## config.mk

```make
export PLATFORM = sky130hd
export DESIGN_NAME = spi_byte_ctrl
export DESIGN_NICKNAME = d
export VERILOG_FILES = /design/src/rtl/spi_pkg.sv /design/src/rtl/spi_byte_fifo.sv /design/src/rtl/spi_shift_engine.sv /design/src/rtl/spi_byte_ctrl.sv
export SDC_FILE = /design/constraint.sdc
export NUM_CORES = 1
export LEC_CHECK = 0
export ABC_CLOCK_PERIOD_IN_PS = 3100
export CORE_MARGIN = 4
export CORE_UTILIZATION = 40
export DETAILED_ROUTE_END_ITERATION = 6
export DONT_BUFFER_PORTS = 1
export SKIP_CTS_REPAIR_TIMING = 1
export SYNTH_ARGS = -nofsm -noshare
export SYNTH_HDL_FRONTEND = slang
export SYNTH_SLANG_ARGS = --single-unit
```

## constraint.sdc

```tcl
create_clock -name clk -period 3.1 [get_ports clk]
set_input_delay 0.31 -clock clk [delete_from_list [all_inputs] [get_ports clk]]
set_output_delay 0.31 -clock clk [all_outputs]
set_load 0.01 [all_outputs]
```

## src/rtl/spi_pkg.sv

```systemverilog
`timescale 1ns/1ps
// Shared definitions for the byte SPI controller.
// Assumes byte-wide serial words throughout.
package spi_pkg;
    localparam int BYTE_W = 8;
    typedef logic [BYTE_W-1:0] byte_t;
endpackage

```

## src/rtl/spi_byte_fifo.sv

```systemverilog
`timescale 1ns/1ps
// Byte queue with a run-time capacity switch.
// With single = 1 it reports full at one entry, giving a plain data
// buffer; otherwise it holds DEPTH entries. Writes into a full queue and
// reads from an empty one are dropped. Assumes DEPTH is a power of two.
module spi_byte_fifo
    import spi_pkg::*;
#(
    parameter int DEPTH = 8,
    localparam int AW = $clog2(DEPTH),
    localparam int CW = AW + 1
) (
    input  logic          clk,
    input  logic          rst_n,
    input  logic          flush,
    input  logic          single,
    input  logic          push,
    input  byte_t         wdata,
    input  logic          pop,
    output byte_t         rdata,
    output logic [CW-1:0] count,
    output logic          full,
    output logic          empty
);
    byte_t          mem [DEPTH];
    logic [AW-1:0]  wp, rp;
    logic           do_push, do_pop;

    assign empty   = (count == '0);
    assign full    = single ? !empty : (count == CW'(DEPTH));
    assign do_push = push && !full && !flush;
    assign do_pop  = pop && !empty && !flush;
    assign rdata   = mem[rp];

    // Storage write; contents need no reset since count guards reads.
    always_ff @(posedge clk) begin
        if (do_push) mem[wp] <= wdata;
    end

    // Pointer and level bookkeeping.
    always_ff @(posedge clk) begin
        if (!rst_n || flush) begin
            wp    <= '0;
            rp    <= '0;
            count <= '0;
        end else begin
            if (do_push) wp <= wp + 1'b1;
            if (do_pop)  rp <= rp + 1'b1;
            count <= count + CW'(do_push) - CW'(do_pop);
        end
    end

    a_r9_full_write_ignored: assert property (@(posedge clk) disable iff (!rst_n)
        (full && push && !pop && !flush) |=> (count == $past(count)));

    a_r6_pop_removes_one: assert property (@(posedge clk) disable iff (!rst_n)
        (pop && !empty && !push && !flush) |=> (count == $past(count) - 1'b1));
endmodule

```

## src/rtl/spi_shift_engine.sv

```systemverilog
`timescale 1ns/1ps
// Serial shift engine for master and slave roles.
// Master: generates sck from a DIV-cycle half period and frames bytes with
// cs_n_o. Slave: synchronises sck_in, cs_in_n and sdi with two flops and
// reacts to their edges. Both capture on the edge leaving the idle level,
// shift on the edge returning to it, and close a byte on the eighth return.
// Assumes an external slave clock phase lasts at least three system clocks.
module spi_shift_engine
    import spi_pkg::*;
#(
    parameter int DIV = 2,
    localparam int DCW = $clog2(DIV + 1)
) (
    input  logic  clk,
    input  logic  rst_n,
    input  logic  en,
    input  logic  master,
    input  logic  cpol,
    input  logic  hold,
    input  logic  sck_in,
    input  logic  cs_in_n,
    input  logic  sdi,
    output logic  sck_o,
    output logic  cs_n_o,
    output logic  sdo,
    input  logic  tx_avail,
    input  byte_t tx_byte,
    output logic  tx_pop,
    output logic  rx_push,
    output byte_t rx_byte
);
    logic [2:0]     sck_s, cs_s;
    logic [1:0]     sdi_s;
    logic           active, phase, smp;
    logic [2:0]     bcnt;
    byte_t          shreg;
    logic [DCW-1:0] div_cnt, gap;
    logic           slave_on, master_on, cs_fall, cs_rise;
    logic           s_lead, s_trail, m_tick, m_lead, m_trail;
    logic           lead, trail, last, reload, m_start, start, sdi_eff;
    byte_t          load_val;

    // Two-flop synchronisers plus one history stage for edge detection.
    always_ff @(posedge clk) begin
        if (!rst_n) begin
            sck_s <= '0;
            cs_s  <= '1;
            sdi_s <= '0;
        end else begin
            sck_s <= {sck_s[1:0], sck_in};
            cs_s  <= {cs_s[1:0], cs_in_n};
            sdi_s <= {sdi_s[0], sdi};
        end
    end

    assign slave_on  = en && !master;
    assign master_on = en && master;
    assign cs_fall   = slave_on && cs_s[2] && !cs_s[1];
    assign cs_rise   = cs_s[1] && !cs_s[2];
    assign s_lead    = slave_on && active && !cs_s[1] && (sck_s[2] == cpol) && (sck_s[1] != cpol);
    assign s_trail   = slave_on && active && !cs_s[1] && (sck_s[2] != cpol) && (sck_s[1] == cpol);
    assign m_tick    = (div_cnt == DCW'(DIV - 1));
    assign m_lead    = master_on && active && m_tick && !phase;
    assign m_trail   = master_on && active && m_tick && phase;
    assign lead      = m_lead || s_lead;
    assign trail     = m_trail || s_trail;
    assign last      = trail && (bcnt == 3'd7);
    assign reload    = last && hold && (master ? tx_avail : 1'b1);
    assign m_start   = master_on && !active && tx_avail && (gap == '0);
    assign start     = m_start || cs_fall;
    assign tx_pop    = (start || reload) && tx_avail;
    assign load_val  = tx_avail ? tx_byte : '0;
    assign sdi_eff   = master ? sdi : sdi_s[1];
    assign rx_push   = last;
    assign rx_byte   = {shreg[BYTE_W-2:0], smp};
    assign sdo       = shreg[BYTE_W-1];
    assign cs_n_o    = !(master_on && active);
    assign sck_o     = cpol ^ (master_on && active && phase);

    // Byte framing, bit counting and the shift register.
    always_ff @(posedge clk) begin
        if (!rst_n) begin
            active  <= 1'b0;
            phase   <= 1'b0;
            smp     <= 1'b0;
            bcnt    <= '0;
            shreg   <= '0;
            div_cnt <= '0;
        end else if (!en || (slave_on && cs_rise)) begin
            active <= 1'b0;
            phase  <= 1'b0;
        end else if (start) begin
            active  <= 1'b1;
            phase   <= 1'b0;
            bcnt    <= '0;
            shreg   <= load_val;
            div_cnt <= '0;
        end else if (active) begin
            div_cnt <= m_tick ? '0 : div_cnt + 1'b1;
            if (lead) begin
                smp   <= sdi_eff;
                phase <= 1'b1;
            end
            if (trail) begin
                phase <= 1'b0;
                bcnt  <= bcnt + 1'b1;
                if (reload)    shreg  <= load_val;
                else if (last) active <= 1'b0;
                else           shreg  <= {shreg[BYTE_W-2:0], smp};
            end
        end
    end

    // Master inter-frame gap: keeps chip select high for DIV cycles.
    always_ff @(posedge clk) begin
        if (!rst_n || !en)                gap <= '0;
        else if (last && !reload)         gap <= DCW'(DIV);
        else if (!active && gap != '0)    gap <= gap - 1'b1;
    end

    a_r4_release_idles: assert property (@(posedge clk) disable iff (!rst_n)
        (slave_on && cs_rise) |=> !active);

    a_r3_cs_gap: assert property (@(posedge clk) disable iff (!rst_n)
        (master_on && $rose(cs_n_o)) |=> cs_n_o);

    a_r3_hold_keeps_cs: assert property (@(posedge clk) disable iff (!rst_n)
        (master_on && hold && active && last && tx_avail) |=> !cs_n_o);
endmodule

```

## src/rtl/spi_byte_ctrl.sv

```systemverilog
`timescale 1ns/1ps
// Byte SPI controller top: send and receive queues, shift engine,
// interrupt and DMA request generation, sticky error flags.
// Assumes configuration inputs change only while no byte is in flight.
module spi_byte_ctrl
    import spi_pkg::*;
#(
    parameter int DEPTH = 8,
    parameter int DIV   = 2,
    localparam int CW   = $clog2(DEPTH) + 1,
    localparam int HALF = DEPTH / 2
) (
    input  logic       clk,
    input  logic       rst_n,
    input  logic       cfg_enable,
    input  logic       cfg_master,
    input  logic       cfg_cpol,
    input  logic       cfg_hold_frame,
    input  logic       cfg_fifo_en,
    input  logic       cfg_txdma_en,
    input  logic       cfg_rxdma_en,
    input  logic       cfg_txhalf_ie,
    input  logic       cfg_rxne_ie,
    input  logic       tx_wr,
    input  logic [7:0] tx_data,
    input  logic       rx_rd,
    output logic [7:0] rx_data,
    output logic       tx_ovf,
    output logic       rx_ovr,
    output logic       irq_tx_half,
    output logic       irq_rx_ne,
    output logic       dma_tx_req,
    output logic       dma_rx_req,
    input  logic       sck_in,
    input  logic       cs_in_n,
    input  logic       sdi,
    output logic       sck_o,
    output logic       cs_n_o,
    output logic       sdo
);
    logic          flush, single;
    logic          tx_pop, tx_full, tx_empty, rx_push, rx_full, rx_empty;
    logic [CW-1:0] tx_count, rx_count;
    byte_t         tx_head, rx_byte;

    assign flush  = !cfg_enable;
    assign single = !cfg_fifo_en;

    spi_byte_fifo #(.DEPTH(DEPTH)) u_txq (
        .clk(clk), .rst_n(rst_n), .flush(flush), .single(single),
        .push(tx_wr), .wdata(tx_data), .pop(tx_pop), .rdata(tx_head),
        .count(tx_count), .full(tx_full), .empty(tx_empty)
    );

    spi_byte_fifo #(.DEPTH(DEPTH)) u_rxq (
        .clk(clk), .rst_n(rst_n), .flush(flush), .single(single),
        .push(rx_push), .wdata(rx_byte), .pop(rx_rd), .rdata(rx_data),
        .count(rx_count), .full(rx_full), .empty(rx_empty)
    );

    spi_shift_engine #(.DIV(DIV)) u_eng (
        .clk(clk), .rst_n(rst_n), .en(cfg_enable), .master(cfg_master),
        .cpol(cfg_cpol), .hold(cfg_hold_frame),
        .sck_in(sck_in), .cs_in_n(cs_in_n), .sdi(sdi),
        .sck_o(sck_o), .cs_n_o(cs_n_o), .sdo(sdo),
        .tx_avail(!tx_empty), .tx_byte(tx_head), .tx_pop(tx_pop),
        .rx_push(rx_push), .rx_byte(rx_byte)
    );

    // Sticky error flags, cleared only by disabling the block.
    always_ff @(posedge clk) begin
        if (!rst_n || !cfg_enable) begin
            tx_ovf <= 1'b0;
            rx_ovr <= 1'b0;
        end else begin
            if (tx_wr && tx_full)   tx_ovf <= 1'b1;
            if (rx_push && rx_full) rx_ovr <= 1'b1;
        end
    end

    assign irq_tx_half = cfg_enable && cfg_fifo_en && cfg_txhalf_ie && (tx_count <= CW'(HALF));
    assign irq_rx_ne   = cfg_enable && cfg_fifo_en && cfg_rxne_ie && !rx_empty;
    assign dma_tx_req  = cfg_enable && !cfg_fifo_en && cfg_txdma_en;
    assign dma_rx_req  = cfg_enable && !cfg_fifo_en && cfg_rxdma_en && !rx_empty;

    a_r10_overrun_sticky: assert property (@(posedge clk) disable iff (!rst_n)
        (cfg_enable && rx_ovr) |=> rx_ovr);

    a_r9_overflow_sticky: assert property (@(posedge clk) disable iff (!rst_n)
        (cfg_enable && tx_ovf) |=> tx_ovf);

    a_r1_disable_clears: assert property (@(posedge clk) disable iff (!rst_n)
        !cfg_enable |=> (!tx_ovf && !rx_ovr && !irq_rx_ne && !dma_rx_req));
endmodule

```

==> impl_metrics.yaml <==
finish:
  final_util_pct: 47.04
  antennaDiodeCount: 0
  final_area_mm2: 0.008536
  drive_gt1_share_pct: 15.38
  syn_to_final_growth_pct: 14.48
  fin_nets: 592
synth:
  synth-seq-area-share_pct: 66.05
  synth_top_area_cell: "edfxtp_1"
  synth_area_leaders: "edfxtp_1 (52%), dfxtp_1 (14%), mux4_2 (5.4%)"
  syn_area_per_cell_um2: 14.48
  yosys_register_bits: 182
  ys_types: 51
  yosysMostFrequentCell: "edfxtp_1"
  syn_area_mm2: 0.007456
  postSynthCellCount: 515
  yosysWarnings: 0
  synth_fp_nets: 561
  synth-edff-count: 128
  synthFlopType: "edfxtp_1"
  synth_common_cells: "edfxtp_1 (128), dfxtp_1 (54), nor2_1 (38)"
  synth_top_area_share_pct: 51.55
  synthArstFlopShare_pct: 0
floorplanning:
  placementRows: 49
  die_h_um: 144.5
  die_w_um: 144.5
  fp.coreArea_mm2: 0.01815
  die-area_mm2: 0.02089
  io-pin-count: 41
  start_util_pct: 41.09
critical_path:
  cp_top_family: "compound AO/OA/AOI/OAI gates"
  critPathMaxStageDelay_ns: 0.51
  timing.rr.start: "u_eng.sck_s[2]$_SDFF_PN0_"
  ff2ff_path_depth: 12
  worst-path-buf-inv: 2
  path_cells: "or3b_1 -> a2111o_1 -> a21oi_2 -> o21ai_0 -> inv_1 -> ha_1 -> inv_1 -> ha_1 -> a21o_1 -> a21oi_1 -> xnor2_1 -> nor2_1"
  startpoint_type: "flop"
  cpMaxStageDelayCell: "a2111o_1"
  crit_required_ns: 3.38
  crit_type: "flop to flop"
  endpoint_kind: "flop"
  arrival_ns: 3.09
  rr_endpoint: "u_txq.count[3]$_SDFF_PP0_"
  reg2reg_setup_slack_ns: 0.28
  cp_max_fo: 4
placement:
  dpl.hpwl_um: 9181
  io_buffers: 0
  dpl_cell_area_mm2: 0.007841
  place_ws_ns: 0.2541
  gp_congestion: 0.8150
sta:
  finalCriticalPeriod_ns: 2.816
  rsz0062_at_grt: "false"
  worstMarginPinSlew_ns: 0.8967
  layout_setup_ws_ns: 0.2838
  fin_crit_sh_pct: 90.85
  hold_viol: 0
  tns_ns: 0
  max_freq_ghz: 0.3551
  slew_violations: 0
  fin_worst_skew_ns: 0.01114
  setup_viol: 0
  slew_headroom_pct: 40.14
global_routing:
  grt_pass1_wl_um: 22250
  gr-total-overflow: 0
  grt_max_degree: 25
  grt.total_usage_pct: 14.23
  antenna_found_initial: 0
  first_global_vias: 4237
clocking:
  clockRootBuffer: "clkbuf_16"
  clock_latency_ns: 0.42
  clkTransAtPathRegs_ns: 0.07
  cts.path.max_buffers: 2
  htree_levels: 4
  cts.sinks: 182
  cts_tree: "done"
  numCtsBuffers: 17
pwr:
  clkPwrFrac_pct: 44.1
  leakage_nw: 2.842
  seq_power_share_pct: 54.1
  p_comb_share_pct: 1.9
  internal-power_w: 0.003881
  p_switching_w: 0.0009823
  powerDensity_mw_per_mm2: 569.8
  p_total_w: 0.004863
  sw_frac_of_total_pct: 20.20
  peakVddDrop_v: 0.0004394
hold_path:
  min_path_type: "input pin to flop"
  worstHoldEndpoint: "u_eng.sck_s[0]$_SDFF_PN0_"
  min-delay-start: "rst_n"
  whs_path_depth: 1
detailed_routing:
  drt_pass1_iterations: 4
  drt-total-wl_um: 13840
  ant_nets: 0
  wl_per_cell_um: 17.56
  num_vias: 4085
  first_iter_violations: 183
  vias_per_cell: 5.184
  drc_errors: 0
job:
  drv_cap: 0
status:
  status: "finished clean"
[area by class of cell]
cell class	instances	area (µm²)
fillers	1566	9612
flip-flops and latches	182	4925
multi-input cells	288	2359
clock buffers	21	450.4
well taps	229	286.5
repair buffers	33	285.3
clock inverters	11	140.1
inverters	24	90.09
[placed cells by master, fill, tap and decap left out, types with 2 or more instances in the layout]
cell type | synthesis | layout
inv_6 | 0 | 3
nor2b_1 | 4 | 4
nor2_1 | 38 | 38
buf_4 | 1 | 22
edfxtp_1 | 128 | 128
clkbuf_16 | 0 | 17
mux4_2 | 18 | 18
ha_1 | 20 | 20
fa_1 | 2 | 2
dlygate4sd3_1 | 0 | 10
a22oi_1 | 14 | 14
clkinv_4 | 0 | 3
nor3_1 | 6 | 6
dfxtp_1 | 54 | 54
clkbuf_1 | 14 | 3
nand2b_1 | 8 | 8
and2_1 | 6 | 6
inv_1 | 24 | 24
a31oi_1 | 8 | 8
nor4b_1 | 2 | 2
mux2i_1 | 34 | 34
nand2_1 | 30 | 30
inv_8 | 0 | 2
o21ai_0 | 11 | 11
a21o_1 | 3 | 3
and3_1 | 4 | 4
bufinv_16 | 0 | 2
xnor2_1 | 6 | 6
nand3b_1 | 8 | 8
a21oi_1 | 17 | 16
nor3b_1 | 8 | 8
nor3b_2 | 2 | 2
xor2_1 | 7 | 7
nand3_1 | 4 | 4
mux2_2 | 8 | 8
[metal layers]
layer  part of all wire (%)  wire (µm)  track usage [%]  vias to the layer above
met5                      0          0                0                        -
li1                       -          -                -                     1980
met4                   0.80        111            4.958                        0
met2                     52       7261            25.36                       60
met1                     43       5956            16.26                     2037
met3                    3.7        508            4.233                        8
[power groups by stage]
stage          clock network [W]  logic (W)  registers, W
4_1_cts                  0.00219  0.0000721       0.00263
6_report                 0.00214  0.0000916       0.00263
5_1_grt                  0.00231   0.000103       0.00263
2_1_floorplan                  0  0.0000615       0.00268
3_3_place_gp                   0  0.0000699       0.00268
3_5_place_dp                   0  0.0000714       0.00268
[flip-flops by register name, summed over array words and instances, names as in the netlist, named ones only]
name	count
u_eng.shreg	8
u_eng.cs_s	3
u_eng.sck_s	3
rx_ovr	1
u_rxq.mem	64
u_txq.rp	3
u_eng.phase	1
u_txq.wp	3
u_rxq.rp	3
u_rxq.wp	3
u_txq.mem	64
u_eng.bcnt	3
u_txq.count	4
u_eng.gap	2
u_eng.active	1
u_eng.sdi_s	2
u_eng.smp	1
u_eng.div_cnt	2
u_rxq.count	4
tx_ovf	1
[through the flow]
stage          std cells  hold WS (ns)
6_report             788       0.01646
5_1_grt              788      0.006468
4_1_cts              778      -0.06011
3_5_place_dp         746        0.3856
3_3_place_gp         746        0.3840
2_1_floorplan        515        0.3830
[logic make-up after synthesis]
| logic type | share of synthesized area, % |
|---|---|
| flops | 66.05 |
| simple gates | 8.861 |
| compound gates | 6.092 |
| mux | 11.21 |
| buf+inv | 2.366 |
| fa+ha+maj | 3.893 |
| xor+xnor | 1.527 |
[worst max path at each step]
stage                                    startpoint                   endpoint  slack (ns)  cells past startpoint
final                     u_eng.sck_s[2]$_SDFF_PN0_  u_txq.count[3]$_SDFF_PP0_        0.28                     12
after global routing      u_eng.sck_s[2]$_SDFF_PN0_  u_txq.count[3]$_SDFF_PP0_        0.03                     12
after CTS                 u_eng.sck_s[2]$_SDFF_PN0_  u_txq.count[3]$_SDFF_PP0_        0.23                     12
after detailed placement  u_eng.sck_s[2]$_SDFF_PN0_  u_txq.count[3]$_SDFF_PP0_        0.25                     12
after global placement                     cfg_cpol  u_txq.count[3]$_SDFF_PP0_        0.32                     12
after floorplan                            cfg_cpol  u_rxq.mem[5][0]$_DFFE_PP_        0.21                      5
(Power assumes the default switching activity.)
